===== src/rtl/fe_pkg.sv =====
package fe_pkg;
    localparam int CHAR_W    = 8;
    localparam int ADR_W     = 3;
    localparam int IER_ENH_W = 4;
    localparam int FCR_ENH_W = 2;
    localparam int MCR_ENH_W = 3;
    localparam int MODE_W    = 4;

    localparam logic [ADR_W-1:0] ADR_FEAT  = 3'd0;
    localparam logic [ADR_W-1:0] ADR_IER   = 3'd1;
    localparam logic [ADR_W-1:0] ADR_FCR   = 3'd2;
    localparam logic [ADR_W-1:0] ADR_MCR   = 3'd3;
    localparam logic [ADR_W-1:0] ADR_SCHR  = 3'd4;
    localparam logic [ADR_W-1:0] ADR_ISTAT = 3'd5;

    localparam int B_UNLOCK = 4;
    localparam int B_DETECT = 5;
    localparam int B_CTS    = 7;
    localparam int B_FLAG   = 4;

    typedef struct packed {
        logic [CHAR_W-1:0]    feat;
        logic [IER_ENH_W-1:0] ier;
        logic [FCR_ENH_W-1:0] fcr;
        logic [MCR_ENH_W-1:0] mcr;
        logic [CHAR_W-1:0]    schr;
    } regs_t;

    typedef struct packed {
        logic flag;
    } det_t;
endpackage


===== src/rtl/fe_regs.sv =====
module fe_regs
    import fe_pkg::*;
(
    input  logic                 clk,
    input  logic                 rst_n,
    input  logic                 wr_en,
    input  logic                 rd_en,
    input  logic [ADR_W-1:0]     addr,
    input  logic [CHAR_W-1:0]    wdata,
    input  logic                 flag,
    output logic [CHAR_W-1:0]    rdata,
    output logic                 clr_flag,
    output logic                 cts_en,
    output logic                 det_en,
    output logic [MODE_W-1:0]    mode,
    output logic [CHAR_W-1:0]    schr,
    output logic [IER_ENH_W-1:0] ier_enh,
    output logic [FCR_ENH_W-1:0] fcr_enh,
    output logic [MCR_ENH_W-1:0] mcr_enh
);
    localparam int IER_LO = CHAR_W - IER_ENH_W;
    localparam int MCR_LO = CHAR_W - MCR_ENH_W;
    localparam int FCR_LO = 4;

    regs_t q, d;

    always_comb begin
        d = q;
        if (wr_en) begin
            unique case (addr)
                ADR_FEAT: d.feat = wdata;
                ADR_IER:  if (q.feat[B_UNLOCK]) d.ier = wdata[CHAR_W-1:IER_LO];
                ADR_FCR:  if (q.feat[B_UNLOCK]) d.fcr = wdata[FCR_LO+FCR_ENH_W-1:FCR_LO];
                ADR_MCR:  if (q.feat[B_UNLOCK]) d.mcr = wdata[CHAR_W-1:MCR_LO];
                ADR_SCHR: d.schr = wdata;
                default:  ;
            endcase
        end
    end

    always_ff @(posedge clk or negedge rst_n) begin
        if (!rst_n) q <= '0;
        else        q <= d;
    end

    always_comb begin
        rdata = '0;
        unique case (addr)
            ADR_FEAT:  rdata = q.feat;
            ADR_IER:   rdata[CHAR_W-1:IER_LO] = q.ier;
            ADR_FCR:   rdata[FCR_LO+FCR_ENH_W-1:FCR_LO] = q.fcr;
            ADR_MCR:   rdata[CHAR_W-1:MCR_LO] = q.mcr;
            ADR_SCHR:  rdata = q.schr;
            ADR_ISTAT: rdata[B_FLAG] = flag;
            default:   rdata = '0;
        endcase
    end

    assign clr_flag = rd_en && (addr == ADR_ISTAT);
    assign cts_en   = q.feat[B_CTS];
    assign det_en   = q.feat[B_DETECT];
    assign mode     = q.feat[MODE_W-1:0];
    assign schr     = q.schr;
    assign ier_enh  = q.ier;
    assign fcr_enh  = q.fcr;
    assign mcr_enh  = q.mcr;

    // locked enhanced fields never move
    a_r2_locked_hold: assert property (@(posedge clk) disable iff (!rst_n)
        !q.feat[B_UNLOCK] |=> ($stable(ier_enh) && $stable(fcr_enh) && $stable(mcr_enh)));

    // an unlocked IER write lands at the next edge
    a_r3_unlocked_ier: assert property (@(posedge clk) disable iff (!rst_n)
        (wr_en && addr == ADR_IER && q.feat[B_UNLOCK]) |=> (ier_enh == $past(wdata[CHAR_W-1:IER_LO])));
endmodule


===== src/rtl/fe_schar.sv =====
module fe_schar
    import fe_pkg::*;
(
    input  logic              clk,
    input  logic              rst_n,
    input  logic              rx_valid,
    input  logic [CHAR_W-1:0] rx_data,
    input  logic              det_en,
    input  logic [MODE_W-1:0] mode,
    input  logic [CHAR_W-1:0] schr,
    input  logic              clr_flag,
    output logic              flag,
    output logic              rxq_wr,
    output logic [CHAR_W-1:0] rxq_data
);
    det_t q, d;
    logic hit;

    assign hit = rx_valid && det_en && (mode == '0) && (rx_data == schr);

    always_comb begin
        d = q;
        if (clr_flag) d.flag = 1'b0;
        if (hit)      d.flag = 1'b1;
    end

    always_ff @(posedge clk or negedge rst_n) begin
        if (!rst_n) q <= '0;
        else        q <= d;
    end

    assign flag     = q.flag;
    assign rxq_wr   = rx_valid;
    assign rxq_data = rx_data;

    // a qualified match sets the flag
    a_r4_match_sets: assert property (@(posedge clk) disable iff (!rst_n)
        (rx_valid && det_en && mode == '0 && rx_data == schr) |=> flag);

    // flag holds until a clearing read
    a_r6_flag_sticky: assert property (@(posedge clk) disable iff (!rst_n)
        (flag && !clr_flag) |=> flag);

    // a soft flow-control mode blocks detection
    a_r7_no_flag_sw_mode: assert property (@(posedge clk) disable iff (!rst_n)
        (mode != '0) |=> !$rose(flag));
endmodule


===== src/rtl/fe_ctsgate.sv =====
module fe_ctsgate #(
    parameter int SYNC_STAGES = 2
) (
    input  logic clk,
    input  logic rst_n,
    input  logic cts_n,
    input  logic cts_en,
    input  logic tx_req,
    output logic tx_start
);
    logic [SYNC_STAGES-1:0] sync_q, sync_d;

    generate
        if (SYNC_STAGES == 1) begin : g_one
            always_comb sync_d = cts_n;
        end else begin : g_chain
            always_comb sync_d = {sync_q[SYNC_STAGES-2:0], cts_n};
        end
    endgenerate

    always_ff @(posedge clk or negedge rst_n) begin
        if (!rst_n) sync_q <= '1;
        else        sync_q <= sync_d;
    end

    assign tx_start = tx_req && !(cts_en && sync_q[SYNC_STAGES-1]);

    // no start without a request
    a_r8_start_needs_req: assert property (@(posedge clk) disable iff (!rst_n)
        tx_start |-> tx_req);
endmodule


===== src/rtl/feat_ctrl.sv =====
module feat_ctrl
    import fe_pkg::*;
#(
    parameter int SYNC_STAGES = 2
) (
    input  logic                 clk,
    input  logic                 rst_n,
    input  logic                 wr_en,
    input  logic                 rd_en,
    input  logic [ADR_W-1:0]     addr,
    input  logic [CHAR_W-1:0]    wdata,
    output logic [CHAR_W-1:0]    rdata,
    input  logic                 rx_valid,
    input  logic [CHAR_W-1:0]    rx_data,
    output logic                 rxq_wr,
    output logic [CHAR_W-1:0]    rxq_data,
    input  logic                 tx_req,
    output logic                 tx_start,
    input  logic                 cts_n,
    output logic [IER_ENH_W-1:0] ier_enh,
    output logic [FCR_ENH_W-1:0] fcr_enh,
    output logic [MCR_ENH_W-1:0] mcr_enh,
    output logic [MODE_W-1:0]    sw_fc_mode,
    output logic                 sc_flag
);
    logic              clr_flag, cts_en, det_en, flag;
    logic [CHAR_W-1:0] schr;

    fe_regs u_regs (
        .clk(clk), .rst_n(rst_n), .wr_en(wr_en), .rd_en(rd_en), .addr(addr),
        .wdata(wdata), .flag(flag), .rdata(rdata), .clr_flag(clr_flag),
        .cts_en(cts_en), .det_en(det_en), .mode(sw_fc_mode), .schr(schr),
        .ier_enh(ier_enh), .fcr_enh(fcr_enh), .mcr_enh(mcr_enh)
    );

    fe_schar u_schar (
        .clk(clk), .rst_n(rst_n), .rx_valid(rx_valid), .rx_data(rx_data),
        .det_en(det_en), .mode(sw_fc_mode), .schr(schr), .clr_flag(clr_flag),
        .flag(flag), .rxq_wr(rxq_wr), .rxq_data(rxq_data)
    );

    fe_ctsgate #(.SYNC_STAGES(SYNC_STAGES)) u_cts (
        .clk(clk), .rst_n(rst_n), .cts_n(cts_n), .cts_en(cts_en),
        .tx_req(tx_req), .tx_start(tx_start)
    );

    assign sc_flag = flag;

    generate
        if (SYNC_STAGES == 2) begin : g_chk
            // a start with auto-CTS on means CTS was low two edges back
            a_r9_sync_gate: assert property (@(posedge clk) disable iff (!rst_n)
                (tx_start && cts_en) |-> !$past(cts_n, 2));
        end
    endgenerate
endmodule


===== config.mk =====
export PLATFORM = sky130hd
export DESIGN_NAME = feat_ctrl
export DESIGN_NICKNAME = d
export VERILOG_FILES = /design/src/rtl/fe_pkg.sv /design/src/rtl/fe_regs.sv /design/src/rtl/fe_schar.sv /design/src/rtl/fe_ctsgate.sv /design/src/rtl/feat_ctrl.sv
export SDC_FILE = /design/constraint.sdc
export NUM_CORES = 1
export LEC_CHECK = 0
export BUFFER_PORTS_ARGS = -buffer_cell sky130_fd_sc_hd__buf_2
export CELL_PAD_IN_SITES_DETAIL_PLACEMENT = 1
export CELL_PAD_IN_SITES_GLOBAL_PLACEMENT = 1
export CORE_AREA = 2 2 84 62
export CTS_BUF_LIST = sky130_fd_sc_hd__clkbuf_2
export DETAILED_ROUTE_END_ITERATION = 8
export DIE_AREA = 0 0 86 64
export PLACE_DENSITY_LB_ADDON = 0.1
export RECOVER_POWER = 50
export SLEW_MARGIN = 10
export SYNTH_ARGS = -nofsm -noshare
export SYNTH_HDL_FRONTEND = slang
export SYNTH_SLANG_ARGS = --single-unit

===== constraint.sdc =====
create_clock -name clk -period 1.3 [get_ports clk]
set_clock_uncertainty 0.2 [all_clocks]
set_input_delay 0.195 -clock clk [delete_from_list [all_inputs] [get_ports clk]]
set_output_delay 0.195 -clock clk [all_outputs]
set_load 0.03 [all_outputs]

; ---- After elaboration in Yosys (flattened, before gate mapping)
; Cells that the tools add are included.
; W data, S select, Z words.
[totals]
mem_count = 0
romBits = 0
register_bits = 28
ramBits = 0
inputBits = 26
out_inout_bits = 32
latchBits = 0
elab_cells = 34
[op_classes]
n_addsub = 0
reduce_logical = 15
order_cmp = 0
eq_ne = 6
shifts = 0
n_bitwise = 0
muxes = 6
mul = 0
div_mod_pow = 0
[op_table]
columns = cell, count
row1 = $pmux W1 S5, 2
row2 = $reduce_and A3 Y1, 3
row3 = $eq A8 B8 Y1, 1
row4 = $pmux W2 S4, 1
row5 = $pmux W4 S2, 1
row6 = $eq A3 B2 Y1 const B, 2
row7 = $eq A3 B3 Y1 const B, 2
row8 = $logic_and A1 B1 Y1, 6
row9 = $logic_not A4 Y1, 1
row10 = $reduce_and A2 Y1, 2
row11 = $eq A3 B1 Y1 const B, 1
row12 = $logic_not A3 Y1, 1
row13 = $mux W1, 2
row14 = $reduce_bool A2 Y1, 1
row15 = $logic_not A1 Y1, 1

; ---- Depth between registers and ports, before layout
[logic_depth]
word_depth = 4
ltp_mapped = 5
ltp_nobuf = 3

; ---- Hierarchy
; A second synthesis with hierarchy kept.
[unflattened]
hier_cells = 142
area_unflattened_um2 = 1647.8
[modules_own_cells]
columns = module, n_inst, area_per_inst_um2, cells_each
row1 = fe_regs, 1, 1372.6, 115
row2 = fe_schar, 1, 211.5, 24
row3 = fe_ctsgate, 1, 63.8, 3

; ---- Worst setup path after synthesis
; Ideal clock, no wire load.
[synth_path]
path_kind = input-to-output
start = input addr[2]
end = output rdata[4]
path_stages = 3
arrival_ps = 1442
path_slack_ps = -537
path_buffers = 2
path_cell_list = buf_4 > clkbuf_1 > o32ai_1
[synth_between]
elab_chain_cells = 2
word_cells_on_any_way = 6
cone_classes = eq/ne (4) / mux (1) / reduce/logical (1)
[synth_lines]
columns = item, line
row1 = from (decl), feat_ctrl.sv:10  ; input logic [ADR_W-1:0] addr,
row2 = "$eq A3 B3 Y1, or another cell as far along", fe_regs.sv:48  ; unique case (addr)
row3 = $pmux W1 S5 *, fe_regs.sv:48
row4 = to (decl), feat_ctrl.sv:12  ; output logic [CHAR_W-1:0] rdata,
; Mark *: on every way between the ends. The rest lies on a longest branch, timed or not.

; ---- Worst setup path after layout
[layout_path]
start = register u_schar.q, in the netlist u_schar.flag
end = output rdata[4]
[layout_between]
elab_chain_cells = 1
[layout_lines]
columns = item, line
row1 = from (decl), fe_schar.sv:16  ; det_t q, d;
row2 = from (signal assigned), fe_schar.sv:28  ; if (!rst_n) q <= '0;
row3 = from (signal assigned), fe_schar.sv:29  ; else q <= d;
row4 = $pmux W1 S5, fe_regs.sv:48
; Every way passes these cells.

==> impl_metrics.tcl <==
set metrics [dict create \
    routed_wl_um 4760 \
    area_growth_pct 71.6 \
    p_leak_nw 1.27 \
    end_kind "output pin" \
    utilization_pct 58.9 \
    ys.flop_type "dfrtp_1" \
    violations "negative hold slack, negative setup slack" \
    place_hpwl_um 3350 \
    report.final.setup_viol 33 \
    fin_hold_ws_ns -0.0311 \
    synthArstFlopShare_pct 100 \
    worstRegToRegCells 4 \
    die_x_um 86 \
    first_iter_violations 35 \
    cts-buffers-inserted 3 \
    yosysWarnings 0 \
    vias 1361 \
    maxSlewViolCount 0 \
    r2r_start "u_regs.q[21]" \
    synth_common_cells "dfrtp_1 (26), mux2_2 (24), buf_4 (23), xnor2_1 (8), mux2i_1 (6)" \
    worst_path_largest_cell_delay_ns 0.48 \
    fmax_mhz 493 \
    holdCritPathClass "in2reg" \
    grt_pass1_wl_um 7790 \
    synth-seq-cells 28 \
    start_kind "flip-flop" \
    vias_per_cell 4.73 \
    synth_area_leaders "dfrtp_1 (41%), mux2_2 (17%), buf_4 (11%)" \
    cts.sinks 28 \
    worst_path_max_delay_cell "dfrtp_2" \
    syn_area_per_cell_um2 12.1 \
    rsz0062_at_grt "yes" \
    grt_max_degree 29 \
    die_y_um 64 \
    rows 21 \
    cp_data_arrival_time_ns 1.64 \
    endpoint "rdata[4]" \
    layout-drive-gt1-share_pct 69.3 \
    hold_violations 1 \
    fin_crit_sh_pct 156 \
    start_util_pct 34.4 \
    grt_pass1_vias 1492 \
    synth_edf_count 0 \
    vdd_drop_max_uv 685 \
    floorplan.io_pins 58 \
    synthMostInstantiatedCell "dfrtp_1" \
    worstSetupStartpoint "u_schar.flag" \
    dp.cells 248 \
    fin_nets 258 \
    synth_area_leader_cell "dfrtp_1" \
    regToRegEndpoint "u_regs.mcr_enh[1]" \
    ant_nets 0 \
    worstPathRequired_ns 0.90 \
    die_area_mm2 0.00550 \
    htreeDepth 1 \
    cts_tree "yes" \
    stdcell_count 288 \
    antennaDiodeCount 0 \
    ys_types 32 \
    ctsHoldBuffers 18 \
    period_needed_ns 2.03 \
    yosys.area.top_type_share_pct 40.7 \
    grt_use_total_pct 18.2 \
    clk_latency_ns 0.38 \
    cap_violations 0 \
    core_area_mm2 0.00465 \
    dr.pass1.iters 4 \
    slew_headroom_pct 51.6 \
    tightest_slew_ns 0.726 \
    gp_congestion 0.762 \
    clockBufferDepth 2 \
    status "complete, but fails checks" \
    reg2reg_slack_ns -0.28 \
    syn_inst 132 \
    port_buffers 57 \
    cts.reportedPaths.clkPinSlew_ns 0.27 \
    layout_setup_ws_ns -0.730 \
    ys_seq_area_share_pct 44.0 \
    path_cells "mux4_2 -> inv_2 -> o32ai_4 -> buf_6" \
    overflow 0 \
    path_class "reg2out" \
    ctsRootBufferMaster "clkbuf_2" \
    path_max_fanout 2 \
    dp_slack_ns -0.375 \
    antenna_found_initial 0 \
    synth_area_mm2 0.00160 \
    synth_nets 158 \
    drc_errors 0 \
    total_power_mw 3.68 \
    p_per_area_mw_per_mm2 1340 \
    post_drt_wl_per_cell_um 16.5 \
]
cell families (layout without fill, tap and decap cells):
kind of cell | after synthesis | count (layout) | synth area share (%)
and+or+nand+nor | 24 | 24 | 10.3
buffers and inverters | 30 | 129 | 13.1
muxes | 33 | 33 | 24.2
xor gates and xnor gates | 8 | 8 | 4.39
AOI/OAI and AO/OA | 9 | 9 | 4.07
DFF | 28 | 28 | 44.0
worst min path at each step:
stage | start | depth (start not counted) | endpoint | slack [ns]
finish | rx_data[4] | 4 | u_schar.flag | -0.03
floorplan | rst_n | 0 | u_regs.cts_en | -0.30
CTS | rx_data[4] | 4 | u_schar.flag | -0.05
global route | rx_data[4] | 4 | u_schar.flag | -0.03
global placement | rst_n | 2 | u_regs.ier_enh[3] | -0.04
detailed placement | rst_n | 2 | u_regs.mcr_enh[2] | -0.04
stage by stage:
step | cell area, um2 | TNS, ns
2_1_floorplan | 1800 | -4.70
3_3_place_gp | 2160 | -9.16
3_5_place_dp | 2160 | -9.84
4_1_cts | 2670 | -8.97
5_1_grt | 2740 | -11.31
6_report | 2740 | -8.99
area by class of cell:
class                      instances  area, um2
inverter                           2       7.51
sequential                        28        704
fill                             489       1910
clock buffer                       4       20.0
tap                               57       71.3
multi-input combinational         74        880
timing repair buffer             123       1060
state kept, by name, indices dropped and copies added, names as in the netlist:
signal	count
u_regs.mcr_enh	3
u_regs.q	2
u_regs.det_en	1
u_regs.mode	4
u_regs.ier_enh	4
u_cts.sync_q	2
u_schar.flag	1
u_regs.cts_en	1
u_regs.fcr_enh	2
u_regs.schr	8
layer usage:
| layer | global-route usage, % | vias up | routed length [um] | part of all wire, % |
|---|---|---|---|---|
| met5 | 0 | - | 0 | 0 |
| met4 | 2.38 | 0 | 18 | 0.38 |
| met3 | 3.88 | 2 | 261 | 5.5 |
| met2 | 32.0 | 43 | 2520 | 53 |
| met1 | 23.7 | 674 | 1960 | 41 |
| li1 | - | 642 | - | - |
critical path, delay by kind of cell (launching register included):
kind | cells | cell delay [ns]
AOI/OAI and AO/OA | 1 | 0.07
DFF | 1 | 0.48
buffers and inverters | 2 | 0.23
muxes | 1 | 0.48
repair_timing:
item,CTS,global route
pin swaps,7,5
endpoints found under the setup margin,33,34
hold endpoints to repair,55,1
buffers inserted,13,13
resized for setup,67,10
report_power, final:
part / internal, mW / switching, mW
clock network: 0.0810 / 0.269
registers: 1.08 / 0.174
logic: 1.18 / 0.903
total: 2.34 / 1.35
cells in the final DEF, fill, tap and decap left out, types with 4 or more instances in the layout:
master          n
buf_6          42
buf_2          36
dfrtp_1        25
buf_4          24
dlygate4sd3_1  18
mux2_2         15
mux2_4          9
xnor2_1         8
clkbuf_2        5
mux2i_1         4
nor2_4          4
nand2_1         4
Power figures use the tool's default switching activity.
